==> config.mk <==
export PLATFORM = sky130hd
export DESIGN_NAME = i2c_addr_seq
export DESIGN_NICKNAME = d
export VERILOG_FILES = /design/src/rtl/i2c_addr_pkg.sv /design/src/rtl/i2c_addr_regs.sv /design/src/rtl/i2c_addr_planner.sv /design/src/rtl/i2c_addr_seq.sv
export SDC_FILE = /design/constraint.sdc
export NUM_CORES = 1
export LEC_CHECK = 0
export ABC_CLOCK_PERIOD_IN_PS = 1800
export BUFFER_PORTS_ARGS = -buffer_cell sky130_fd_sc_hd__buf_2
export CAP_MARGIN = 20
export CORE_MARGIN = 3
export CORE_UTILIZATION = 55
export CTS_CLUSTER_SIZE = 14
export DETAILED_ROUTE_END_ITERATION = 8
export PLACE_DENSITY = 0.76
export SLEW_MARGIN = 20
export SYNTH_ARGS = -nofsm -noshare
export SYNTH_HDL_FRONTEND = slang
export SYNTH_SLANG_ARGS = --single-unit
==> constraint.sdc <==
create_clock -name clk -period 1.8 [get_ports clk]
set_input_delay 0.27 -clock clk [delete_from_list [all_inputs] [get_ports clk]]
set_output_delay 0.27 -clock clk [all_outputs]
set_load 0.1 [all_outputs]
==> src/rtl/i2c_addr_pkg.sv <==
// Shared types for the I2C address phase sequencer.
// Assumes an 8-bit address byte where the 10-bit tag sits in the top 5 bits.
package i2c_addr_pkg;
    typedef enum logic [2:0] {
        ST_IDLE,
        ST_SHIFT,
        ST_ACK,
        ST_RSTART,
        ST_FIN
    } seq_state_t;

    typedef enum logic [1:0] {
        PH_HEAD,
        PH_LOW,
        PH_HEAD_RD
    } phase_t;

    localparam int TAG_W = 5;
    localparam logic [TAG_W-1:0] TENBIT_TAG = 5'b11110;
endpackage

==> src/rtl/i2c_addr_regs.sv <==
// Holds the two address byte registers for the sequencer.
// Only the low BYTE_W bits of a write are stored; the upper bus bits read as zero.
module i2c_addr_regs #(
    parameter int BUS_W  = 16,
    parameter int BYTE_W = 8
) (
    input  logic              clk,
    input  logic              rst_n,
    input  logic              we,
    input  logic              sel,
    input  logic [BUS_W-1:0]  wdata,
    output logic [BUS_W-1:0]  rdata,
    output logic [BYTE_W-1:0] head_q,
    output logic [BYTE_W-1:0] low_q
);
    localparam int NREG = 2;
    localparam int PAD_W = BUS_W - BYTE_W;

    logic [BYTE_W-1:0] regs [NREG];

    for (genvar g = 0; g < NREG; g++) begin : g_reg
        // Store the low byte of a write aimed at this register.
        always_ff @(posedge clk) begin
            if (!rst_n)
                regs[g] <= '0;
            else if (we && (int'(sel) == g))
                regs[g] <= wdata[BYTE_W-1:0];
        end
    end

    // Return the selected register, zero-extended onto the bus.
    always_comb rdata = {{PAD_W{1'b0}}, regs[sel]};

    assign head_q = regs[0];
    assign low_q  = regs[1];
endmodule

==> src/rtl/i2c_addr_planner.sv <==
// Chooses the byte to send for the current phase and what follows it.
// Assumes head/low are a stable snapshot taken at transfer start.
module i2c_addr_planner #(
    parameter int BYTE_W = 8
) (
    input  logic [BYTE_W-1:0]  head,
    input  logic [BYTE_W-1:0]  low,
    input  i2c_addr_pkg::phase_t phase,
    output logic [BYTE_W-1:0]  tx_byte,
    output logic               want_rd,
    output logic               last,
    output logic               need_rstart
);
    import i2c_addr_pkg::*;

    logic ten_bit;

    // Decode the mode and the per-phase byte and successor.
    always_comb begin
        ten_bit     = (head[BYTE_W-1 -: TAG_W] == TENBIT_TAG);
        want_rd     = head[0];
        tx_byte     = head;
        last        = 1'b1;
        need_rstart = 1'b0;
        case (phase)
            PH_HEAD: begin
                tx_byte = ten_bit ? {head[BYTE_W-1:1], 1'b0} : head;
                last    = !ten_bit;
            end
            PH_LOW: begin
                tx_byte     = low;
                last        = !want_rd;
                need_rstart = want_rd;
            end
            PH_HEAD_RD: begin
                tx_byte = {head[BYTE_W-1:1], 1'b1};
                last    = 1'b1;
            end
            default: ;
        endcase
    end
endmodule

==> src/rtl/i2c_addr_seq.sv <==
// Address phase sequencer for an I2C master.
// Serialises 7-bit or 10-bit address bytes MSB first on SCL-low strobes and
// samples ACK on SCL-high strobes. Assumes the parent never raises both
// strobes together and supplies SCL timing, restarts and the data phase.
module i2c_addr_seq #(
    parameter int BUS_W  = 16,
    parameter int BYTE_W = 8
) (
    input  logic             clk,
    input  logic             rst_n,
    input  logic             reg_we,
    input  logic             reg_sel,
    input  logic [BUS_W-1:0] reg_wdata,
    output logic [BUS_W-1:0] reg_rdata,
    input  logic             start,
    output logic             busy,
    input  logic             scl_low_stb,
    input  logic             scl_high_stb,
    input  logic             sda_in,
    output logic             sda_out,
    output logic             rstart_req,
    input  logic             rstart_ack,
    output logic             done,
    output logic             nack,
    output logic             rd_dir
);
    import i2c_addr_pkg::*;

    localparam int CNT_W = $clog2(BYTE_W + 1);
    localparam logic [CNT_W-1:0] ACK_SLOT = CNT_W'(BYTE_W);

    seq_state_t        state;
    phase_t            phase;
    logic [CNT_W-1:0]  bit_cnt;
    logic [BYTE_W-1:0] shreg;
    logic [BYTE_W-1:0] head_s, low_s, head_r, low_r;
    logic [BYTE_W-1:0] tx_byte;
    logic              want_rd, last, need_rstart;
    logic              sda_q, nack_q, dir_q;

    i2c_addr_regs #(.BUS_W(BUS_W), .BYTE_W(BYTE_W)) u_regs (
        .clk    (clk),
        .rst_n  (rst_n),
        .we     (reg_we),
        .sel    (reg_sel),
        .wdata  (reg_wdata),
        .rdata  (reg_rdata),
        .head_q (head_r),
        .low_q  (low_r)
    );

    i2c_addr_planner #(.BYTE_W(BYTE_W)) u_plan (
        .head        (head_s),
        .low         (low_s),
        .phase       (phase),
        .tx_byte     (tx_byte),
        .want_rd     (want_rd),
        .last        (last),
        .need_rstart (need_rstart)
    );

    // Sequence the bytes, shift bits and evaluate each acknowledge.
    always_ff @(posedge clk) begin
        if (!rst_n) begin
            state   <= ST_IDLE;
            phase   <= PH_HEAD;
            bit_cnt <= '0;
            shreg   <= '0;
            head_s  <= '0;
            low_s   <= '0;
            sda_q   <= 1'b1;
            nack_q  <= 1'b0;
            dir_q   <= 1'b0;
        end else begin
            case (state)
                ST_IDLE: begin
                    if (start) begin
                        head_s  <= head_r;
                        low_s   <= low_r;
                        dir_q   <= head_r[0];
                        nack_q  <= 1'b0;
                        phase   <= PH_HEAD;
                        bit_cnt <= '0;
                        state   <= ST_SHIFT;
                    end
                end
                ST_SHIFT: begin
                    if (scl_low_stb) begin
                        if (bit_cnt == ACK_SLOT) begin
                            sda_q <= 1'b1;
                            state <= ST_ACK;
                        end else if (bit_cnt == '0) begin
                            sda_q   <= tx_byte[BYTE_W-1];
                            shreg   <= {tx_byte[BYTE_W-2:0], 1'b0};
                            bit_cnt <= bit_cnt + 1'b1;
                        end else begin
                            sda_q   <= shreg[BYTE_W-1];
                            shreg   <= {shreg[BYTE_W-2:0], 1'b0};
                            bit_cnt <= bit_cnt + 1'b1;
                        end
                    end
                end
                ST_ACK: begin
                    if (scl_high_stb) begin
                        bit_cnt <= '0;
                        if (sda_in) begin
                            nack_q <= 1'b1;
                            state  <= ST_FIN;
                        end else if (last) begin
                            state <= ST_FIN;
                        end else if (need_rstart) begin
                            phase <= PH_HEAD_RD;
                            state <= ST_RSTART;
                        end else begin
                            phase <= PH_LOW;
                            state <= ST_SHIFT;
                        end
                    end
                end
                ST_RSTART: begin
                    if (rstart_ack) state <= ST_SHIFT;
                end
                ST_FIN:  state <= ST_IDLE;
                default: state <= ST_IDLE;
            endcase
        end
    end

    // Drive the status outputs from the sequence state.
    always_comb begin
        busy       = (state != ST_IDLE);
        rstart_req = (state == ST_RSTART);
        done       = (state == ST_FIN);
        nack       = done && nack_q;
        sda_out    = sda_q;
        rd_dir     = dir_q;
    end
endmodule

==> flow_summary.yaml, run 1 <==
clocking:
  root_buffer: "clkbuf_8"
  ctsLongestPathBuffers: 2
  cts-buffers-inserted: 5
  clk_transition_reported_paths_ns: 0.09
  cts_num_sinks: 50
  cts-htree-levels: 2
  clock_latency_ns: 0.30
  tritoncts: "done"
final_layout:
  final_area_um2: 2754
  layout-area-overhead-vs-synth_pct: 12.70
  num-fill-cells: 347
  layout_commonest_cell: "nand2_1"
  mostFrequentLayoutCells: "42 x nand2_1, 32 x dfxtp_1, 29 x a21oi_1"
  final_util_pct: 66.46
  finish.net_count: 310
  n_antenna_cell: 0
  drive_above_1_share_pct: 25.00
drt:
  route.detailed.wl_per_inst_um: 13.48
  drt_drc_violations_left: 0
  firstDrtPassIters: 4
  via_count_of_the_routed_design: 1781
  final_antenna_violating_net_count: 0
  viasPerCell: 5.332
  detailedRoute.firstIterationViolations: 73
  finalWirelength_um: 4502
job:
  maxcap_violations: 0
timing:
  timing.final.crit_share_pct: 92.63
  hold_viol: 0
  drv_slew: 0
  max_slew_margin_pct: 52.68
  fin_crit_ns: 1.667
  fin_tns_setup_ns: 0
  achievable-frequency_mhz: 599.8
  finClkSkew_ns: 0.005520
  timing_worst_slew_pin_value_ns: 0.7051
  grt_setup_unrepaired: "false"
  setup-violations-final: 0
floorplanning:
  io_pins: 47
  fp-row-count: 23
  initial_cell_density_of_the_core_pct: 58.97
  die_x_um: 72.66
  core_region_area_um2: 4144
  die-height_um: 72.66
  die-area_um2: 5279
global_routing:
  grt_start_max_net_pins: 21
  grt_pass1_vias: 1706
  gr-usage-all-layers_pct: 18.57
  grt.overflow.total: 0
  grt_antenna_before_repair: 0
  grt_first_pass_wirelength_um: 7762
pwr:
  share_of_power_burned_in_the_clock_network_pct: 26.5
  p_int_w: 0.001617
  pleak_nw: 1.082
  power.combinational.fraction_pct: 20.6
  fraction_of_power_consumed_by_sequential_logic_pct: 52.9
  p_sw_w: 0.0007768
  netSwitchingFraction_pct: 32.45
  power.ir.vdd_worst_mv: 0.7100
  cell_pwr_density_nw_per_um2: 869.4
logic_synthesis:
  synth_simple_gate_area_share_pct: 21.81
  synth-warning-count: 0
  postSynth.asyncResetShare_pct: 0
  synth_compound_area_share_pct: 14.64
  synth_area_per_cell_um2: 9.620
  post_synth_num_cell_types: 49
  synth.yosys.seq_area_share_pct: 47.52
  synth-adder-area-share_pct: 1.024
  synth_mux_area_share_pct: 8.141
  synthesis.area_um2: 2444
  largest_family_of_logic_cells_by_synthesized_area: "simple AND/OR/NAND/NOR gates"
  edff_count_synth: 16
  syn-instance-count: 254
  yosys_register_bits: 50
  fraction_of_synthesized_cell_area_in_xor_and_xnor_cells_pct: 0
  synth-main-ff-cell: "dfxtp_1"
hold_path:
  hold_path_startpoint: "reg_wdata[3]"
  hp-class: "input port to flop"
  hold_path_depth: 2
  whs_endpoint: "u_regs.regs[1][3]"
worst_setup_path:
  regToRegEndpoint: "bit_cnt[2]"
  path_class: "flop to output pin"
  r2r.worst_path.cells: 6
  r2r_start: "bit_cnt[0]"
  crit_path_start_kind: "flop"
  crit_path_max_fanout: 8
  worst-endpoint-required_ns: 1.53
  reg2reg_slack_ns: 0.17
  crit_arrival_ns: 1.40
  critical_path.endpoint_type: "output pin"
run_status:
  status: "complete, no violations"
place:
  count_of_buffers_from_port_buffering: 30
  dpl.hpwl_um: 3303
  finalWeightedCongestion: 0.8033
  detailed_place.area_um2: 2665
power groups by stage:
stage / Clock [W] / Combinational, W / Sequential [W]
global placement: 0 / 0.000489 / 0.00129
CTS: 0.000649 / 0.000496 / 0.00127
floorplan: 0 / 0.000416 / 0.00130
detailed placement: 0 / 0.000494 / 0.00129
global route: 0.000711 / 0.000526 / 0.00128
finish: 0.000634 / 0.000494 / 0.00127
worst max-delay path, cell delays in order, from the launching register on:
cell	delay (ns)
dfxtp_1	0.51
and3_4	0.27
and2_4	0.15
buf_12	0.16
repair_timing:
action                                  in CTS  in global routing
resized for setup                            0                  2
hold buffers                                 0                  0
buffers inserted                             0                  0
endpoints found under the setup margin       0                  2
synthesized netlist by cell type, types with 2 or more instances:
cell	number	area, µm²
and3_1	3	18.77
dfxtp_1	34	680.7
clkbuf_1	2	7.510
nor2_4	2	22.52
buf_6	2	22.52
nand3b_1	2	15.01
nand3_1	5	25.02
o22ai_1	2	12.51
inv_1	7	26.28
nor2_2	2	12.51
mux2_2	11	123.9
mux2i_1	3	30.03
edfxtp_1	16	480.5
nor3_1	6	30.03
ha_1	2	25.02
nand2b_1	6	37.54
buf_4	10	75.07
a21oi_1	29	145.1
mux2_1	4	45.04
nand2_1	42	157.7
a22oi_1	6	45.04
and2_1	17	106.4
o21ai_0	8	40.04
buf_2	4	20.02
nor2_1	3	11.26
o21ai_1	3	15.01
kinds of logic after synthesis:
kind of cell	after synthesis
buffers and inverters	28
DFF	50
AOI/OAI and AO/OA	58
other	1
and+or+nand+nor	97
adders and majority gates	2
muxes	18
metal layers:
layer	share of wire [%]	global-route usage [%]
met4	1.3	5.738
met5	0	0
met2	49	29.76
met3	3.7	3.857
met1	46	25.29
registers in the layout (all words and copies together), names as in the netlist:
register	count
nack_q	1
sda_out	1
u_regs.regs	16
shreg	7
low_s	8
head_s	8
bit_cnt	4
phase	2
state	3
how the worst max path moves through the flow:
stage	startpoint	endpoint	slack, ns	cells past startpoint
2_1_floorplan	state[1]	nack	0.09	4
5_1_grt	bit_cnt[0]	bit_cnt[2]	0.02	6
4_1_cts	state[0]	nack	0.004	4
6_report	state[2]	nack	0.13	3
3_5_place_dp	reg_we	u_regs.regs[0][3]	0.14	3
3_3_place_gp	reg_we	u_regs.regs[0][3]	0.20	3
final cells by class:
| cell class | instances | area [µm²] | area share (%) |
|---|---|---|---|
| Clock buffer | 6 | 72.57 | 2.635 |
| Clock inverter | 2 | 13.76 | 0.4998 |
| Inverter | 8 | 30.03 | 1.090 |
| Multi-Input combinational cell | 183 | 1164 | 42.25 |
| Sequential cell | 50 | 1164 | 42.25 |
| Tap cell | 50 | 62.56 | 2.272 |
| Timing Repair Buffer | 35 | 247.7 | 8.996 |
metrics by stage:
step,hold slack [ns],instances,power (W),setup slack (ns)
floorplan,0.4140,261,0.001714,0.09207
global placement,0.4403,326,0.001778,0.2036
detailed placement,0.4457,326,0.001787,0.1437
CTS,0.2419,334,0.002411,0.003653
global route,0.2369,334,0.002512,0.01676
finish,0.2490,334,0.002394,0.1327
Note: power is estimated with default switching activity, not from simulation.
==> run 2, diff against run 1 <==
--- a/config.mk
+++ b/config.mk
@@ -8,6 +8,7 @@
 export ABC_CLOCK_PERIOD_IN_PS = 1800
 export BUFFER_PORTS_ARGS = -buffer_cell sky130_fd_sc_hd__buf_2
 export CAP_MARGIN = 20
+export CORE_ASPECT_RATIO = 0.5
 export CORE_MARGIN = 3
 export CORE_UTILIZATION = 55
 export CTS_CLUSTER_SIZE = 14
==> flow_summary.yaml, run 2 (synthesis gave the netlist of run 1 again) <==
run_status:
  status: "complete, no violations"
worst_setup_path:
  critical_path.n_buffers_inverters: 2
  r2r.worst_path.cells: 6
  crit_path_start_kind: "flop"
  r2r_start: "bit_cnt[0]"
  crit_slowest_cell: "dfxtp_2"
  worst-endpoint-required_ns: 1.53
  path_class: "flop to output pin"
  critical_path.endpoint_type: "output pin"
  critical_path.startpoint: "state[1]"
  crit_path_cell_trace: "inv_1, and3_4, and2_4, buf_12"
  reg2reg_slack_ns: 0.20
  critical_path.max_stage_delay_ns: 0.45
  critical-path-top-delay-family: "flip-flops"
  crit_path_max_fanout: 11
  crit_arrival_ns: 1.45
  regToRegEndpoint: "bit_cnt[2]"
global_routing:
  grt_first_pass_wirelength_um: 8100
  grt.overflow.total: 0
  gr-usage-all-layers_pct: 19.74
  grt_start_max_net_pins: 21
  grt_antenna_before_repair: 0
  grt_pass1_vias: 1791
drt:
  firstDrtPassIters: 4
  detailedRoute.firstIterationViolations: 78
  via_count_of_the_routed_design: 1840
  route.detailed.wl_per_inst_um: 14.16
  viasPerCell: 5.428
  finalWirelength_um: 4799
  final_antenna_violating_net_count: 0
  drt_drc_violations_left: 0
final_layout:
  n_antenna_cell: 0
  multi_input_area_um2: 1164
  layout-area-overhead-vs-synth_pct: 13.67
  seqCellArea_um2: 1164
  mostFrequentLayoutCells: "42 x nand2_1, 32 x dfxtp_1, 29 x a21oi_1"
  finish.net_count: 311
  drive_above_1_share_pct: 25.61
  number_of_flip_flops_in_the_largest_register: 16
  layout_commonest_cell: "nand2_1"
  top_register: "u_regs.regs"
  num-fill-cells: 317
  top_regs: "u_regs.regs: 16 flops, head_s: 8 flops, low_s: 8 flops"
floorplanning:
  io_pins: 47
  initial_cell_density_of_the_core_pct: 59.83
  die-area_um2: 5327
  fp-row-count: 16
  core_region_area_um2: 4084
  die-height_um: 53.13
  die_x_um: 100.3
pwr:
  netSwitchingFraction_pct: 33.85
  power.combinational.fraction_pct: 20.2
  cell_pwr_density_nw_per_um2: 890.3
  p_sw_w: 0.0008371
  fraction_of_power_consumed_by_sequential_logic_pct: 51.4
  power.ir.vdd_worst_mv: 0.6905
  p_int_w: 0.001636
  pleak_nw: 1.093
  share_of_power_burned_in_the_clock_network_pct: 28.4
timing:
  worst_slack_ns: 0.08459
  timing_worst_slew_pin_value_ns: 1.071
  hold-worst-slack_ns: 0.2395
  finClkSkew_ns: 0.01004
  timing.final.crit_share_pct: 95.30
  fin_crit_ns: 1.715
  achievable-frequency_mhz: 583.0
  setup-violations-final: 0
  drv_slew: 0
  hold_viol: 0
  grt_setup_unrepaired: "false"
  max_slew_margin_pct: 27.85
  fin_tns_setup_ns: 0
place:
  finalWeightedCongestion: 0.8119
  count_of_buffers_from_port_buffering: 30
  dpl.hpwl_um: 3612
  post-place-ws_ns: 0.1662
clocking:
  root_buffer: "clkbuf_8"
  cts-htree-levels: 2
  tritoncts: "done"
  cts.hold.buffers_added: 0
  ctsLongestPathBuffers: 2
  cts-buffers-inserted: 5
  cts_num_sinks: 50
  clk_transition_reported_paths_ns: 0.10
  clock_latency_ns: 0.31
job:
  maxcap_violations: 0
hold_path:
  hold_path_depth: 2
  hold_path_startpoint: "reg_wdata[4]"
  hp-class: "input port to flop"
  whs_endpoint: "u_regs.regs[0][4]"
==> run 2: worst max-delay path by stage <==
stage                              to  cells past startpoint  slack [ns]
global route                     nack                      4        0.02
finish                           nack                      4        0.08
global placement    u_regs.regs[0][0]                      3        0.23
CTS                              nack                      4       0.003
floorplan                        nack                      4        0.09
detailed placement  u_regs.regs[0][6]                      3        0.17
==> run 2: repair_timing <==
action | 4_1_cts | 5_1_grt
gates resized for setup | 1 | 1
hold endpoints to repair | 0 | 0
buffers inserted | 0 | 0
endpoints found under the setup margin | 1 | 1
==> run 2: worst register-to-register path: stages (launching register included) <==
cell and delay [ns]:
dfxtp_1 0.41, inv_1 0.06, ha_1 0.20, and3b_1 0.24, nor2_4 0.24, a21oi_1 0.13
a311oi_2 0.23
==> run 2: cell type report <==
| cell class | instances | area share, % |
|---|---|---|
| Clock buffer | 5 | 2.477 |
| Clock inverter | 3 | 1.036 |
| Inverter | 8 | 1.081 |
| Multi-Input combinational cell | 183 | 41.89 |
| Sequential cell | 50 | 41.89 |
| Tap cell | 54 | 2.432 |
| Timing Repair Buffer | 36 | 9.189 |
==> run 2: power by group through the flow <==
stage | registers, W | clock network, W | logic (W)
6_report | 0.00127 | 0.000702 | 0.000500
4_1_cts | 0.00127 | 0.000709 | 0.000501
2_1_floorplan | 0.00130 | 0 | 0.000416
3_3_place_gp | 0.00129 | 0 | 0.000490
3_5_place_dp | 0.00129 | 0 | 0.000499
5_1_grt | 0.00128 | 0.000744 | 0.000532
==> run 2: routing by layer <==
metal	track usage [%]	part of all wire [%]
met2	32.35	44
met4	9.396	1.4
met1	24.43	47
met5	0	0
met3	5.526	7.3
==> run 2: stage by stage <==
stage          power (W)  std cells  util, %  area (µm²)
2_1_floorplan   0.001714        261        -        2489
3_3_place_gp    0.001779        331    65.56        2678
3_5_place_dp    0.001794        331    65.56        2678
4_1_cts         0.002479        339    67.98        2776
5_1_grt         0.002555        339    68.01        2778
6_report        0.002473        339    68.01        2778
==> run 3, diff against run 2 <==
--- a/config.mk
+++ b/config.mk
@@ -13,7 +13,7 @@
 export CORE_UTILIZATION = 55
 export CTS_CLUSTER_SIZE = 14
 export DETAILED_ROUTE_END_ITERATION = 8
-export PLACE_DENSITY = 0.76
+export PLACE_DENSITY = 0.79
 export SLEW_MARGIN = 20
 export SYNTH_ARGS = -nofsm -noshare
 export SYNTH_HDL_FRONTEND = slang
==> flow_summary.yaml, run 3 (synthesis gave the netlist of run 1 again) <==
global_routing:
  grt_antenna_before_repair: 0
  gr-usage-all-layers_pct: 19.80
  grt.overflow.total: 0
  grt_start_max_net_pins: 21
  grt_first_pass_wirelength_um: 8183
  grt_pass1_vias: 1823
timing:
  achievable-frequency_mhz: 594.8
  drv_slew: 0
  max_slew_margin_pct: 51.48
  fin_crit_ns: 1.681
  timing.final.crit_share_pct: 93.40
  finClkSkew_ns: 0.006432
  setup-violations-final: 0
  timing_worst_slew_pin_value_ns: 0.7229
  grt_setup_unrepaired: "false"
  fin_tns_setup_ns: 0
  hold_viol: 0
final_layout:
  n_antenna_cell: 0
  num-fill-cells: 316
  mostFrequentLayoutCells: "42 x nand2_1, 32 x dfxtp_1, 29 x a21oi_1"
  final_area_um2: 2789
  top_register: "u_regs.regs"
  number_of_flip_flops_in_the_largest_register: 16
  top_regs: "u_regs.regs: 16 flops, head_s: 8 flops, low_s: 8 flops"
  finish.net_count: 310
  drive_above_1_share_pct: 25.35
  layout-area-overhead-vs-synth_pct: 14.13
  layout_commonest_cell: "nand2_1"
clocking:
  root_buffer: "clkbuf_8"
  clock_latency_ns: 0.30
  postCtsSetupRepairBufs: 0
  cts-htree-levels: 2
  cts-buffers-inserted: 5
  postCtsResizedCells: 0
  tritoncts: "done"
  clk_transition_reported_paths_ns: 0.10
  cts_num_sinks: 50
  ctsLongestPathBuffers: 2
  cts.hold.buffers_added: 0
worst_setup_path:
  crit_path_start_kind: "flop"
  critical_path.endpoint_type: "output pin"
  crit_arrival_ns: 1.41
  worst-endpoint-required_ns: 1.53
  crit_path_max_fanout: 8
  r2r.worst_path.cells: 6
  path_class: "flop to output pin"
drt:
  firstDrtPassIters: 4
  finalWirelength_um: 4892
  final_antenna_violating_net_count: 0
  route.detailed.wl_per_inst_um: 14.47
  viasPerCell: 5.417
  detailedRoute.firstIterationViolations: 62
  drt_drc_violations_left: 0
  via_count_of_the_routed_design: 1831
pwr:
  pleak_nw: 1.095
  cell_pwr_density_nw_per_um2: 926.4
  power.ir.vdd_worst_mv: 0.5400
run_status:
  status: "complete, no violations"
place:
  dpl.hpwl_um: 3561
  detailed_place.area_um2: 2670
  count_of_buffers_from_port_buffering: 30
  finalWeightedCongestion: 0.8284
floorplanning:
  fp-row-count: 16
  io_pins: 47
  die-height_um: 53.13
  die_x_um: 100.3
  core_region_area_um2: 4084
  initial_cell_density_of_the_core_pct: 59.83
  die-area_um2: 5327
hold_path:
  hold_path_depth: 2
  hp-class: "input port to flop"
job:
  maxcap_violations: 0
==> run 3: changes by cell type in the layout (fill, tap and decap cells not counted) <==
cell / previous run / this run
o21ai_0: 8 / 7
inv_8: 1 / 0
bufinv_16: 0 / 1
o21ai_1: 3 / 4
buf_4: 6 / 5
==> run 3: final cells by class <==
class                      count  area (µm²)  area share (%)
clock buffer                   5       68.82           2.467
tap                           54       67.56           2.423
clock inverter                 3       47.55           1.705
timing repair buffer          35       247.7           8.883
inverter                       8       30.03           1.077
sequential                    50        1164           41.72
multi-input combinational    183        1164           41.72
==> run 3: worst paths after layout <==
kind | slack [ns] | start | end
worst max register to register | 0.17 | bit_cnt[0] | bit_cnt[2]
worst min-delay path | 0.25 | reg_wdata[1] | u_regs.regs[0][1]
worst max-delay path | 0.12 | state[2] | nack
worst min register to register | 0.46 | head_s[2] | head_s[2]
==> run 3: per-stage QoR <==
step	util, %	hold slack [ns]	cells	setup WS (ns)	total power [W]
after floorplan	-	0.4140	261	0.09207	0.001714
after global placement	65.38	0.4423	330	0.2309	0.001777
after detailed placement	65.38	0.4511	330	0.1369	0.001792
after CTS	68.23	0.2465	338	0.01424	0.002588
after global routing	68.29	0.2437	338	0.03228	0.002672
final	68.29	0.2474	338	0.1188	0.002584
==> run 3: worst max-delay path, stage by stage, from the launching register on <==
cell,delay [ns]
dfxtp_1,0.53
and3_4,0.27
and2_4,0.15
buf_12,0.16
==> run 3: metal layers <==
metal,global-route usage (%),vias up,routed length [µm]
met5,0,-,0
met4,6.711,0,29
met3,5.132,4,281
met2,33.11,53,2214
met1,25.22,846,2366
li1,-,928,-
==> run 3: power breakdown <==
| part | switching [W] | internal, W |
|---|---|---|
| registers | 0.0000417 | 0.00123 |
| logic | 0.000388 | 0.000115 |
| clock network | 0.000389 | 0.000422 |
